**src/rtl/cc_pkg.sv**
```systemverilog
package cc_pkg;
  localparam int FLAG_W = 4;
  localparam int COND_W = 4;

  typedef enum logic [COND_W-1:0] {
    COND_EQ  = 4'b0000,
    COND_NE  = 4'b0001,
    COND_CS  = 4'b0010,
    COND_CC  = 4'b0011,
    COND_MI  = 4'b0100,
    COND_PL  = 4'b0101,
    COND_VS  = 4'b0110,
    COND_VC  = 4'b0111,
    COND_HI  = 4'b1000,
    COND_LS  = 4'b1001,
    COND_GE  = 4'b1010,
    COND_LT  = 4'b1011,
    COND_GT  = 4'b1100,
    COND_LE  = 4'b1101,
    COND_AL  = 4'b1110,
    COND_RSV = 4'b1111
  } cond_e;

  typedef struct packed {
    logic n;
    logic z;
    logic c;
    logic v;
  } flags_t;
endpackage

```
**src/rtl/cc_flag_reg.sv**
```systemverilog
module cc_flag_reg #(
  parameter int W = cc_pkg::FLAG_W
) (
  input  logic         clk,
  input  logic         rst,
  input  logic         load,
  input  logic [W-1:0] d,
  output logic [W-1:0] q
);
  always_ff @(posedge clk) begin
    if (rst)       q <= '0;
    else if (load) q <= d;
  end

  // reset empties the register
  assert_reset_clear_R1: assert property (@(posedge clk) rst |=> q == '0);
  // no load means no change
  assert_hold_R3: assert property (@(posedge clk) disable iff (rst)
    !load |=> q == $past(q));
endmodule

```
**src/rtl/cc_cond_eval.sv**
```systemverilog
module cc_cond_eval
  import cc_pkg::*;
(
  input  logic [COND_W-1:0] cond,
  input  flags_t            f,
  output logic              pass
);
  logic n_eq_v;
  assign n_eq_v = (f.n == f.v);

  always_comb begin
    case (cond_e'(cond))
      COND_EQ:  pass = f.z;
      COND_NE:  pass = !f.z;
      COND_CS:  pass = f.c;
      COND_CC:  pass = !f.c;
      COND_MI:  pass = f.n;
      COND_PL:  pass = !f.n;
      COND_VS:  pass = f.v;
      COND_VC:  pass = !f.v;
      COND_HI:  pass = f.c && !f.z;
      COND_LS:  pass = !f.c || f.z;
      COND_GE:  pass = n_eq_v;
      COND_LT:  pass = !n_eq_v;
      COND_GT:  pass = !f.z && n_eq_v;
      COND_LE:  pass = f.z || !n_eq_v;
      default:  pass = 1'b1;
    endcase
  end
endmodule

```
**src/rtl/cc_status_unit.sv**
```systemverilog
module cc_status_unit
  import cc_pkg::*;
(
  input  logic              clk,
  input  logic              rst,
  input  logic [COND_W-1:0] cond_code,
  input  logic              flag_update_en,
  input  logic [FLAG_W-1:0] alu_flags,
  output logic              cond_pass,
  output logic [FLAG_W-1:0] flags_q
);
  logic   do_load;
  flags_t cur_flags;

  assign cur_flags = flags_t'(flags_q);

  cc_cond_eval u_eval (
    .cond (cond_code),
    .f    (cur_flags),
    .pass (cond_pass)
  );

  assign do_load = flag_update_en && cond_pass;

  cc_flag_reg #(.W(FLAG_W)) u_flags (
    .clk  (clk),
    .rst  (rst),
    .load (do_load),
    .d    (alu_flags),
    .q    (flags_q)
  );

  // a permitted update captures the offered flags
  assert_load_R2: assert property (@(posedge clk) disable iff (rst)
    (flag_update_en && cond_pass) |=> flags_q == $past(alu_flags));
  // a failed condition never alters the flags
  assert_suppress_R4: assert property (@(posedge clk) disable iff (rst)
    !cond_pass |=> flags_q == $past(flags_q));
  // the equal code follows the registered zero flag
  assert_eq_zero_R5: assert property (@(posedge clk) disable iff (rst)
    (cond_code == 4'b0000) |-> cond_pass == flags_q[2]);
  // the always codes pass
  assert_always_R9: assert property (@(posedge clk) disable iff (rst)
    (cond_code[3:1] == 3'b111) |-> cond_pass);
endmodule

```
**config.mk**
```make
export PLATFORM = sky130hd
export DESIGN_NAME = cc_status_unit
export DESIGN_NICKNAME = d
export VERILOG_FILES = /design/src/rtl/cc_pkg.sv /design/src/rtl/cc_flag_reg.sv /design/src/rtl/cc_cond_eval.sv /design/src/rtl/cc_status_unit.sv
export SDC_FILE = /design/constraint.sdc
export NUM_CORES = 1
export LEC_CHECK = 0
export BUFFER_PORTS_ARGS = -buffer_cell sky130_fd_sc_hd__clkbuf_2
export CAP_MARGIN = 0
export CORE_AREA = 2 2 39 41
export DETAILED_ROUTE_END_ITERATION = 8
export DIE_AREA = 0 0 41 43
export PLACE_DENSITY = 0.48
export REMOVE_ABC_BUFFERS = 1
export SYNTH_ARGS = -nofsm -noshare
export SYNTH_HDL_FRONTEND = slang
export SYNTH_HIERARCHICAL = 1
export SYNTH_SLANG_ARGS = --single-unit
```
**constraint.sdc**
```tcl
create_clock -name clk -period 2.1 [get_ports clk]
set_input_delay 0.42 -clock clk [delete_from_list [all_inputs] [get_ports clk]]
set_output_delay 0.42 -clock clk [all_outputs]
set_load 0.1 [all_outputs]
```
# --- Word level (Yosys, flattened, before mapping) ---
# Index checks and enable logic that the tools add are counted.
totals:
  reg_bits: 4
  latch_bits: 0
  ram_bits: 0
  rom_bits: 0
  in_bits: 11
  output_inout_bits: 5
  elab_cells: 27
  memories: 0
op_classes:
  addsub: 0
  n_mul: 0
  div_mod_pow: 0
  n_lt_le_gt_ge: 0
  n_eq_ne: 14
  shifts: 0
  muxes: 1
  bitwise_logic: 0
  n_reduce_logical: 11
ops:
  columns: ["cell", "count"]
  rows:
  - ["4-bit equality test (second input constant)", 6]
  - ["4-bit by 3-bit equality test with 1-bit output (second input constant)", 4]
  - ["1-bit one-hot mux with 14 select lines", 1]
  - ["4-bit by 2-bit equality test with 1-bit output (second input constant)", 2]
  - ["1-bit logical NOT", 5]
  - ["4-bit by 1-bit equality test with 1-bit output (second input constant)", 1]
  - ["4-bit logical NOT", 1]
  - ["1-bit logical AND", 3]
  - ["1-bit logical OR", 2]
  - ["1-bit equality test", 1]

# --- Logic depth before layout (Yosys ltp) ---
# Gate-level depths: netlist (run 1).
depth:
  depth_word: 5
  depth_mapped: 9

# --- By module ---
# The synthesis (run 1) kept the hierarchy.
modules_own_cells:
  columns: ["module", "instances", "cells_per_inst", "area_each_um2"]
  rows:
  - ["cc_cond_eval", 1, 23, 165.2]
  - ["cc_flag_reg", 1, 13, 140.1]
  - ["cc_status_unit", 1, 1, 6.3]

# --- Worst setup path after synthesis (run 1) ---
# No wires, ideal clock.
synth_path:
  path_type: "reg2reg"
  from: "reg u_flags.q[2]"
  to: "reg u_flags.q[3]"
  setup_ps: 119
  arrival_ps: 2853
  required_ps: 1981
  path_slack_ps: -871
  path_stages_with_launch: 9
  path_buffers: 1
  period_less_slack_ps: 2971
  cell_sequence: "dfxtp_1 > mux2i_1 > xnor2_1 > o32ai_1 > a211o_1 > and2_1 > clkbuf_2 > mux2i_1 > nor2_1"
synth_between:
  elab_chain_cells: 4
synth_lines:
  columns: ["item", "line_no", "text"]
  rows:
  - ["start, declared", "cc_flag_reg.sv:8", "output logic [W-1:0] q"]
  - ["start signal, assigned", "cc_flag_reg.sv:11", "if (rst) q <= '0;"]
  - ["start signal, assigned", "cc_flag_reg.sv:12", "else if (load) q <= d;"]
  - ["1-bit logical NOT", "cc_cond_eval.sv:14, cc_cond_eval.sv:21, cc_cond_eval.sv:25", null]
  - ["1-bit logical AND, on equally long branches", "cc_cond_eval.sv:25, cc_cond_eval.sv:21", null]
  - ["1-bit one-hot mux with 14 select lines *", "cc_cond_eval.sv:12", "case (cond_e'(cond))"]
  - ["named net cond_pass", "cc_status_unit.sv:9", "output logic cond_pass,"]
  - ["1-bit logical AND *", "cc_status_unit.sv:23", "assign do_load = flag_update_en && cond_pass;"]
  - ["named net do_load", "cc_status_unit.sv:12", "logic do_load;"]
# Mark *: on every way through the listed nets, which the timed path passes. The rest lies on a longest branch.
# A chain may end at the register's enable or synchronous reset.

# --- Final worst setup path (run 1) ---
layout_path:
  from: "reg u_flags.q[2]"
  to: "out cond_pass"
layout_between:
  elab_chain_cells: 3
layout_lines:
  columns: ["item", "line_no"]
  rows:
  - ["1-bit logical NOT", "cc_cond_eval.sv:14, cc_cond_eval.sv:21, cc_cond_eval.sv:25"]
  - ["1-bit logical AND, on equally long branches", "cc_cond_eval.sv:25, cc_cond_eval.sv:21"]
  - ["1-bit one-hot mux with 14 select lines *", "cc_cond_eval.sv:12"]
  - ["end, declared", "cc_status_unit.sv:9"]
# Mark *: on every way between the ends. The rest lies on a longest branch, timed or not.

==> key figures, run 1 <==
Run status
  – Outcome: finished clean

Routing
  – Vias per cell: 4.61
  – Drt drc: 0
  – Antenna Violating Nets Remaining: 0
  – Drt wl/cell: 10.3 um
  – TritonRoute pass-1 iters: 4
  – Aggregate routed wire length: about 710 um
  – Initial drt markers: 6
  – Routed vias: 318

Cells and area
  – Largest regs: u_flags/q: 4 flops
  – Fraction of layout cells with a size suffix above 1: between 30% and 40%
  – Post-route cell area: ~430 um^2
  – Layout area overhead: 39.4%
  – # diodes: 0
  – Utilization after layout: 31.4%
  – Max FFs per register: 4
  – Largest register by flop count: u_flags/q
  – Final nets: 66
  – Final Non-Filler Cells: 69

Die
  – I/O Pins: 16
  – Row count: 14
  – Die X-Extent: roughly 41 um
  – Die height: between 40 and 50 um
  – Die area: roughly 1800 um^2
  – Starting density of the core: 22.5%
  – Core Area: about 1400 um^2

Logic synthesis
  – Post-Syn Area: 312 um^2
  – Count of different cell masters after synthesis: 20
  – Post-synthesis adder-cell area fraction: 0%
  – Sequential share of the synthesized area: 25.7%
  – Post-Synth Simple-Gate Area: 22.9%
  – Largest family of logic cells by synthesized area: simple AND/OR/NAND/NOR gates
  – Mapped Cells: 37
  – FF+latch count, synth: 4
  – Ys Warns: 6
  – XOR/XNOR share of the synthesized area: 11.2%
  – Mean area per synthesized cell: 8.42 um^2
  – Post-synthesis mux area share: 16.1%
  – Compound-Gate Fraction of Synth Area: 19.7%

Global route
  – GR Overflow Total: 0
  – GRT Total Usage: 9.93%
  – First-pass GRT wire length: 1120 um
  – Initial antenna violation count: 0
  – Largest net degree at the start of global routing: 10
  – Vias in the first global route: between 200 and 300

Worst hold path
  – Worst Hold Class: in2reg

STA
  – Period utilisation layout: 94.1%
  – Slew @ Worst Pin: about 0.54 ns
  – Max Slew Vio Count: 0
  – Tmin final: 1.98 ns
  – Fmax achieved: 506 MHz
  – RSZ-0062 raised after global routing: no
  – Final hold violation count: 0
  – Relative slew slack: ~64%
  – Finish-stage setup viols: 0
  – Worst Skew: 0.000901 ns

Critical path
  – Critical path type: reg2out
  – R2R Setup Slk: 0.37 ns
  – Crit path required time: 1.68 ns
  – Startpoint types: flop
  – Crit. Startpoint: u_flags/q[2]
  – R2R Path Start: u_flags/q[2]
  – R2r endpoint: u_flags/q[3]
  – Worst Path Arrival: 1.56 ns
  – Max FO, Critical Path: 5
  – Worst setup EP type: output pin
  – FF-to-FF path depth: 7
  – Worst Setup EP: cond_pass

Clock tree
  – Clock buffer count from CTS: 3
  – Max clock buf depth: 2
  – CTS tree: built
  – H-tree depth: 1
  – Root cell of the clock tree: clkbuf_4
  – Setup Fix Bufs, Post-CTS: 0
  – Resized Gates After CTS: 0
  – Clock Pin Slew Worst Setup and Hold Paths: approximately 0.04 ns
  – Clock Sinks: 4
  – Clk_lat worst skew: 0.23 ns
  – Hold buffer count at CTS: 0

Flow run
  – Max Cap Viol: 0

Place
  – Post-DP HPWL: 538 um
  – I/O Buffers: 15
  – Final RePlAce weighted congestion: about 0.63
  – Dpl cells: 66
  – Placed cell areas: 412 um^2

Pwr
  – P per Cell Area: ~770 nW/um^2
  – Leakage: 0.200 nW
  – Final Power: 0.000333 W
  – Max VDD drop: 0.318 mV
[through the flow]
stage	worst slack, ns	hold WS (ns)	TNS, ns
after floorplan	-0.849	0.492	-3.95
final	0.124	0.402	0
after global routing	0.0193	0.406	0
after CTS	0.106	0.402	0
after global placement	0.156	0.536	0
after detailed placement	0.104	0.545	0
[kinds of logic after synthesis]
logic type	count (synthesis)
mux	5
simple gates	13
buf+inv	3
compound gates	8
xor+xnor	4
flops	4
[synth_stat cells]
cell type  number  area share (%)
a21oi_1         2             3.2
nor2_1          4             4.8
mux2i_1         5              16
a211o_1         1             2.8
o22ai_1         1             2.0
nand2_1         2             2.4
a31oi_1         1             2.0
xnor2_1         4              11
a21o_2          1             2.8
clkbuf_2        1             1.6
nand2b_1        1             2.0
inv_1           1             1.2
a22oi_2         1             4.0
nor2b_1         2             4.0
and3b_1         1             2.8
and2_1          1             2.0
dfxtp_1         4              26
o32ai_1         1             2.8
buf_2           1             1.6
nor3b_1         2             4.8
[layout make-up]
| class | count | area (um^2) |
|---|---|---|
| Tap cell | 16 | 20.0 |
| Timing Repair Buffer | 15 | 90.1 |
| Inverter | 1 | 3.75 |
| Sequential cell | 4 | 80.1 |
| Multi-Input combinational cell | 30 | 218 |
| Clock buffer | 3 | 22.5 |
| Fill cell | 159 | 950 |
[cell usage in the layout (no fill, tap or decap), drive strengths merged]
| cell | netlist | final |
|---|---|---|
| nor2b | 2 | 2 |
| a21oi | 2 | 2 |
| nand2 | 2 | 2 |
| a21o | 1 | 1 |
| clkbuf | 1 | 17 |
| nor2 | 4 | 4 |
| dfxtp | 4 | 4 |
| nor3b | 2 | 2 |
| mux2i | 5 | 5 |
| buf | 1 | 1 |
| a22oi | 1 | 1 |
| a211o | 1 | 1 |
| and3b | 1 | 1 |
| xnor2 | 4 | 4 |
| a31oi | 1 | 1 |
| and2 | 1 | 1 |
| o22ai | 1 | 1 |
| inv | 1 | 1 |
| o32ai | 1 | 1 |
| nand2b | 1 | 1 |
[report_power, final]
| part | internal, W | leakage, nW | switching (W) |
|---|---|---|---|
| clock | 0.0000638 | 0.0138 | 0.0000294 |
| sequential | 0.0000822 | 0.0327 | 0.00000843 |
| combinational | 0.0000506 | 0.154 | 0.0000987 |
[layer usage]
| layer | GRT usage, % | up-vias | routed length, um |
|---|---|---|---|
| li1 | - | 163 | - |
| met1 | 12.8 | 143 | 347 |
| met2 | 11.9 | 12 | 308 |
| met3 | 3.14 | 0 | 54 |
| met4 | 10.0 | 0 | 0 |
| met5 | 0 | - | 0 |
[critical path: stages, from the launching register on]
cell and delay, ns:
dfxtp_1 0.39, and3b_1 0.20, a22oi_2 0.13, xnor2_1 0.08, a211o_1 0.34, buf_12 0.18
[how the worst min path moves through the flow]
stage | startpoint | endpoint | slack, ns | cells after the start
floorplan | rst | u_flags/q[0] | 0.49 | 1
global placement | u_flags/q[1] | u_flags/q[1] | 0.54 | 2
detailed placement | u_flags/q[1] | u_flags/q[1] | 0.55 | 2
CTS | rst | u_flags/q[1] | 0.40 | 2
global route | rst | u_flags/q[3] | 0.41 | 2
finish | rst | u_flags/q[2] | 0.40 | 2
No activity file was read; power rests on OpenSTA's default activity.
==> inputs of run 2 (changes only) <==
--- a/config.mk
+++ b/config.mk
@@ -5,14 +5,15 @@
 export SDC_FILE = /design/constraint.sdc
 export NUM_CORES = 1
 export LEC_CHECK = 0
+export ABC_AREA = 1
 export BUFFER_PORTS_ARGS = -buffer_cell sky130_fd_sc_hd__clkbuf_2
 export CAP_MARGIN = 0
 export CORE_AREA = 2 2 39 41
+export CTS_BUF_LIST = sky130_fd_sc_hd__clkbuf_8
 export DETAILED_ROUTE_END_ITERATION = 8
 export DIE_AREA = 0 0 41 43
-export PLACE_DENSITY = 0.48
+export PLACE_DENSITY = 0.57
 export REMOVE_ABC_BUFFERS = 1
 export SYNTH_ARGS = -nofsm -noshare
 export SYNTH_HDL_FRONTEND = slang
-export SYNTH_HIERARCHICAL = 1
 export SYNTH_SLANG_ARGS = --single-unit
==> key figures, run 2 <==
Run status
  – Outcome: finished clean

Critical path
  – R2R Path Start: u_flags.q[3]
  – Crit path required time: 1.68 ns
  – Worst Setup EP: cond_pass
  – FF-to-FF path depth: 9
  – Crit. Startpoint: u_flags.q[3]
  – R2r endpoint: u_flags.q[1]
  – Startpoint types: flop
  – Worst setup EP type: output pin
  – R2R Setup Slk: 0.81 ns
  – Critical path type: reg2out
  – Worst Path Arrival: between 1 and 1.5 ns
  – Max FO, Critical Path: 6

Clock tree
  – Clock Pin Slew Worst Setup and Hold Paths: ~0.03 ns
  – Max clock buf depth: 2
  – Clock buffer count from CTS: 3
  – Hold buffer count at CTS: 0
  – H-tree depth: 1
  – Clock Sinks: 4
  – Clk_lat worst skew: 0.22 ns
  – Setup Fix Bufs, Post-CTS: 0
  – Resized Gates After CTS: 0
  – CTS tree: built
  – Root cell of the clock tree: clkbuf_8

STA
  – Tmin final: 1.84 ns
  – Relative slew slack: roughly 64%
  – Max Slew Vio Count: 0
  – Post-route setup TNS: 0 ns
  – Final hold violation count: 0
  – Worst Skew: roughly 0.0019 ns
  – Fmax achieved: 543 MHz
  – Finish-stage setup viols: 0
  – Slew @ Worst Pin: 0.540 ns
  – Period utilisation layout: 87.7%
  – RSZ-0062 raised after global routing: no

Place
  – Post-DP HPWL: about 810 um
  – Dpl cells: 113
  – Final RePlAce weighted congestion: 0.783
  – I/O Buffers: 15

Routing
  – TritonRoute pass-1 iters: 4
  – Initial drt markers: 8
  – Routed vias: 511
  – Drt drc: 0
  – Vias per cell: around 4.4
  – Drt wl/cell: 8.41 um
  – Aggregate routed wire length: 976 um
  – Antenna Violating Nets Remaining: 0

Die
  – I/O Pins: 16
  – Starting density of the core: 30.7%
  – Row count: 14
  – Die area: 1760 um^2
  – Core Area: 1380 um^2
  – Die X-Extent: between 40 and 50 um
  – Die height: around 43 um

Logic synthesis
  – Async set or reset register ratio after synthesis: 0%
  – Sequential share of the synthesized area: 18.8%
  – Commonest cells in the netlist: nand2_1, inv_1, nor2_1
  – Mean area per synthesized cell: 5.19 um^2
  – Top-count cell post-synth: nand2_1
  – Largest cells by area after synthesis: nand2_1, dfxtp_1, nand3_1, inv_1, nor2_1
  – Share of the synthesized area in the top cell type: 19.4%
  – Primary FF master, synth: dfxtp_1
  – Count of different cell masters after synthesis: 11
  – Mapped Cells: 82
  – Cell taking the most area after synthesis: nand2_1
  – Ys Warns: 0
  – EDFF count, synth: 0
  – Post-Syn Area: about 430 um^2
  – FF+latch count, synth: 4

Pwr
  – Switching share of power: between 40 and 50%
  – Reg power frac: approximately a fifth
  – Pint: 0.000259 W
  – Net Sw Power: between 0.00015 and 0.0002 W
  – Leakage: 0.344 nW
  – P per Cell Area: 782 nW/um^2
  – Power share of the clock group: 35.9%
  – Max VDD drop: 0.439 mV
  – Gate power share: a little over two fifths

Cells and area
  – Most common cell after layout, fill and taps aside: nand2_1
  – Max FFs per register: 4
  – Largest register by flop count: u_flags.q
  – Commonest non-fill, non-tap cells in the layout: nand2_1, inv_1, nor2_1, clkbuf_2, nand3_1
  – Final nets: 113
  – Layout area overhead: 35.6%
  – Fraction of layout cells with a size suffix above 1: between 20% and 30%
  – Final Non-Filler Cells: ~120
  – # diodes: 0
  – Largest regs: u_flags.q: 4 flops

Worst hold path
  – Hold_sp: rst
  – Worst Hold Class: in2reg

Global route
  – First-pass GRT wire length: 1540 um
  – Initial antenna violation count: 0
  – Largest net degree at the start of global routing: 8
  – GR Overflow Total: 0
  – Vias in the first global route: 402
  – GRT Total Usage: 13.3%

Flow run
  – Max Cap Viol: 0
run 2: cell types whose count changed after synthesis, sizes merged, moves of 2 or more:
cell,previous run,this run
nand2,2,26
nand3,0,15
inv,1,15
nor2,4,18
mux2i,5,0
xnor2,4,0
nor2b,2,0
nor3b,2,0
run 2: layout make-up:
class	instances	area [um^2]
repair buffers	15	90.1
inverters	16	60.1
clock buffers	3	41.3
fillers	155	807
multi-input cells	62	285
flip-flops and latches	4	80.1
well taps	16	20.0
run 2: worst min path at each step:
stage | to | slack [ns] | cells past startpoint
6_report | u_flags.q[0] | 0.48 | 4
5_1_grt | u_flags.q[2] | 0.52 | 4
4_1_cts | u_flags.q[1] | 0.48 | 4
3_5_place_dp | u_flags.q[1] | 0.54 | 2
3_3_place_gp | u_flags.q[0] | 0.54 | 2
2_1_floorplan | u_flags.q[0] | 0.60 | 3
run 2: power groups by stage:
stage / clock network, W / registers [W] / logic [W]
floorplan: 0 / 0.000151 / 0.0000915
global placement: 0 / 0.0000969 / 0.000194
detailed placement: 0 / 0.0000968 / 0.000195
CTS: 0.000167 / 0.0000958 / 0.000195
global route: 0.000169 / 0.0000977 / 0.000209
finish: 0.000162 / 0.0000955 / 0.000194
run 2: kinds of logic (layout without fill, tap and decap cells):
| kind of cell | Yosys count | in the layout | share of synthesized area [%] |
|---|---|---|---|
| AO/OA/AOI/OAI | 3 | 3 | 3.53 |
| AND/OR/NAND/NOR | 59 | 59 | 63.5 |
| flip-flops | 4 | 4 | 18.8 |
| buffers and inverters | 16 | 34 | 14.1 |
run 2: through the flow:
| step | power (W) | util, % | hold WS, ns | cell area (um^2) | worst slack [ns] |
|---|---|---|---|---|---|
| 3_3_place_gp | 0.000291 | 38.7 | 0.538 | 536 | 0.308 |
| 5_1_grt | 0.000476 | 41.7 | 0.515 | 577 | 0.0978 |
| 2_1_floorplan | 0.000243 | - | 0.599 | 425 | -0.313 |
| 4_1_cts | 0.000458 | 41.7 | 0.485 | 577 | 0.240 |
| 6_report | 0.000451 | 41.7 | 0.484 | 577 | 0.258 |
| 3_5_place_dp | 0.000292 | 38.7 | 0.538 | 536 | 0.315 |
run 2: worst max-delay path: stages (launching register included):
cell     delay (ns)
dfxtp_1        0.40
inv_1          0.09
nand2_2        0.08
nand3_2        0.10
nand2_2        0.09
nand2_1        0.06
nor2_2         0.09
nand2_2        0.11
buf_12         0.18
run 2: per-layer routing:
layer | track usage (%) | vias up | part of all wire [%]
li1 | - | 286 | -
met1 | 15.0 | 204 | 46
met2 | 20.0 | 18 | 44
met3 | 2.09 | 3 | 7.2
met4 | 12.0 | 0 | 3.0
met5 | 0 | - | 0
==> inputs of run 3 (changes only) <==
==> constraint.sdc (replaced) <==
create_clock -name clk -period 2.1 [get_ports clk]
set_input_delay 0.42 -clock clk [delete_from_list [all_inputs] [get_ports clk]]
set_output_delay 0.42 -clock clk [all_outputs]
set_load 0.005 [all_outputs]
==> key figures, run 3 (same netlist as run 2, synthesis figures left out) <==
Cells and area
  – Commonest non-fill, non-tap cells in the layout: nand2_1, clkbuf_2, inv_1, nor2_1, nand3_1
  – Fraction of layout cells with a size suffix above 1: 29.0%
  – Largest register by flop count: u_flags.q
  – # diodes: 0
  – Max FFs per register: 4
  – Final nets: 113
  – Largest regs: u_flags.q: 4 flops
  – Most common cell after layout, fill and taps aside: nand2_1
  – Layout area overhead: 32.1%

Pwr
  – Leakage: 0.339 nW
  – Net Sw Power: about 0.00011 W
  – Max VDD drop: 0.299 mV
  – Final Power: 0.000359 W
  – Switching share of power: 30.5%
  – Gate power share: between 20 and 30%
  – P per Cell Area: 638 nW/um^2
  – Pint: around 0.00025 W
  – Reg power frac: a little over a quarter
  – Power share of the clock group: 44.7%

Global route
  – Vias in the first global route: between 400 and 500
  – Initial antenna violation count: 0
  – Largest net degree at the start of global routing: 8
  – GR Overflow Total: 0
  – GRT Total Usage: 14.4%
  – First-pass GRT wire length: between 1500 and 2000 um

Die
  – Die area: 1760 um^2
  – Starting density of the core: 30.7%
  – Core Area: 1380 um^2
  – Row count: 14
  – Die X-Extent: about 40 um
  – I/O Pins: 16
  – Die height: about 43 um

Clock tree
  – Max clock buf depth: 2
  – Clock buffer count from CTS: 3
  – Resized Gates After CTS: 0
  – H-tree depth: 1
  – Root cell of the clock tree: clkbuf_8
  – CTS tree: built
  – Hold buffer count at CTS: 0
  – Setup Fix Bufs, Post-CTS: 0
  – Clk_lat worst skew: 0.22 ns
  – Clock Pin Slew Worst Setup and Hold Paths: 0.03 ns
  – Clock Sinks: 4

Critical path
  – Crit. Startpoint: u_flags.q[3]
  – Critical path type: reg2out
  – Max FO, Critical Path: 6
  – FF-to-FF path depth: 9
  – Startpoint types: flop
  – Worst setup EP type: output pin
  – R2r endpoint: u_flags.q[3]
  – R2R Setup Slk: 0.81 ns
  – Crit path required time: approximately 1.7 ns
  – Worst Path Arrival: 1.34 ns
  – Worst Setup EP: cond_pass
  – R2R Path Start: u_flags.q[3]

Worst hold path
  – Worst Hold Class: in2reg

Place
  – DP Worst Slack: 0.386 ns
  – I/O Buffers: 15
  – Post-DP HPWL: 827 um
  – Final RePlAce weighted congestion: 0.732

STA
  – Relative slew slack: 87.6%
  – Max Slew Vio Count: 0
  – Fmax achieved: roughly 570 MHz
  – Slew @ Worst Pin: 0.186 ns
  – Final setup margin: 0.335 ns
  – Worst Skew: approximately 0.0021 ns
  – Tmin final: ~1.8 ns
  – Post-route setup TNS: 0 ns
  – Period utilisation layout: 84.0%
  – RSZ-0062 raised after global routing: no
  – Finish-stage setup viols: 0
  – Final hold violation count: 0

Routing
  – Routed vias: 522
  – Drt drc: 0
  – TritonRoute pass-1 iters: 2
  – Drt wl/cell: 8.53 um
  – Aggregate routed wire length: 989 um
  – Initial drt markers: 3
  – Antenna Violating Nets Remaining: 0
  – Vias per cell: between 4 and 5

Run status
  – Outcome: finished clean

Flow run
  – Max Cap Viol: 0
run 3: worst min-delay path by stage:
| stage | from | end | cells past startpoint |
|---|---|---|---|
| after global routing | rst | u_flags.q[1] | 4 |
| after global placement | u_flags.q[0] | u_flags.q[0] | 2 |
| after detailed placement | u_flags.q[0] | u_flags.q[0] | 2 |
| final | rst | u_flags.q[2] | 4 |
| after floorplan | u_flags.q[1] | u_flags.q[1] | 2 |
| after CTS | rst | u_flags.q[2] | 4 |
run 3: through the flow:
stage	hold slack [ns]	area (um^2)	cells	util, %
floorplan	0.516	425	82	-
global placement	0.539	520	113	37.6
detailed placement	0.541	520	113	37.6
CTS	0.479	562	116	40.6
global route	0.509	562	116	40.6
finish	0.479	562	116	40.6
run 3: power groups by stage:
stage | Clock [W] | Combinational (W) | Sequential (W)
final | 0.000160 | 0.000103 | 0.0000958
after global routing | 0.000171 | 0.000120 | 0.0000976
after CTS | 0.000168 | 0.000105 | 0.0000964
after detailed placement | 0 | 0.000104 | 0.0000974
after global placement | 0 | 0.000103 | 0.0000973
after floorplan | 0 | 0.0000678 | 0.0000951
run 3: cell type report:
class / instances / area, um^2
clock buffers: 3 / 41.3
fillers: 163 / 822
inverters: 16 / 60.1
multi-input cells: 62 / 285
flip-flops and latches: 4 / 80.1
well taps: 16 / 20.0
repair buffers: 15 / 75.1
run 3: worst max-delay path: stages, from the launching register on:
cell and delay [ns]:
dfxtp_1 0.40, inv_1 0.09, nand2_2 0.08, nand3_2 0.10
a21oi_1 0.18, nor2_2 0.07, nand2_2 0.09, clkbuf_2 0.12
run 3: per-layer routing:
layer | up-vias | global-route usage [%] | routed length [um]
met4 | 0 | 10.0 | 0
met3 | 0 | 1.57 | 57
met5 | - | 0 | 0
met2 | 13 | 24.1 | 494
met1 | 224 | 15.6 | 437
li1 | 285 | - | -
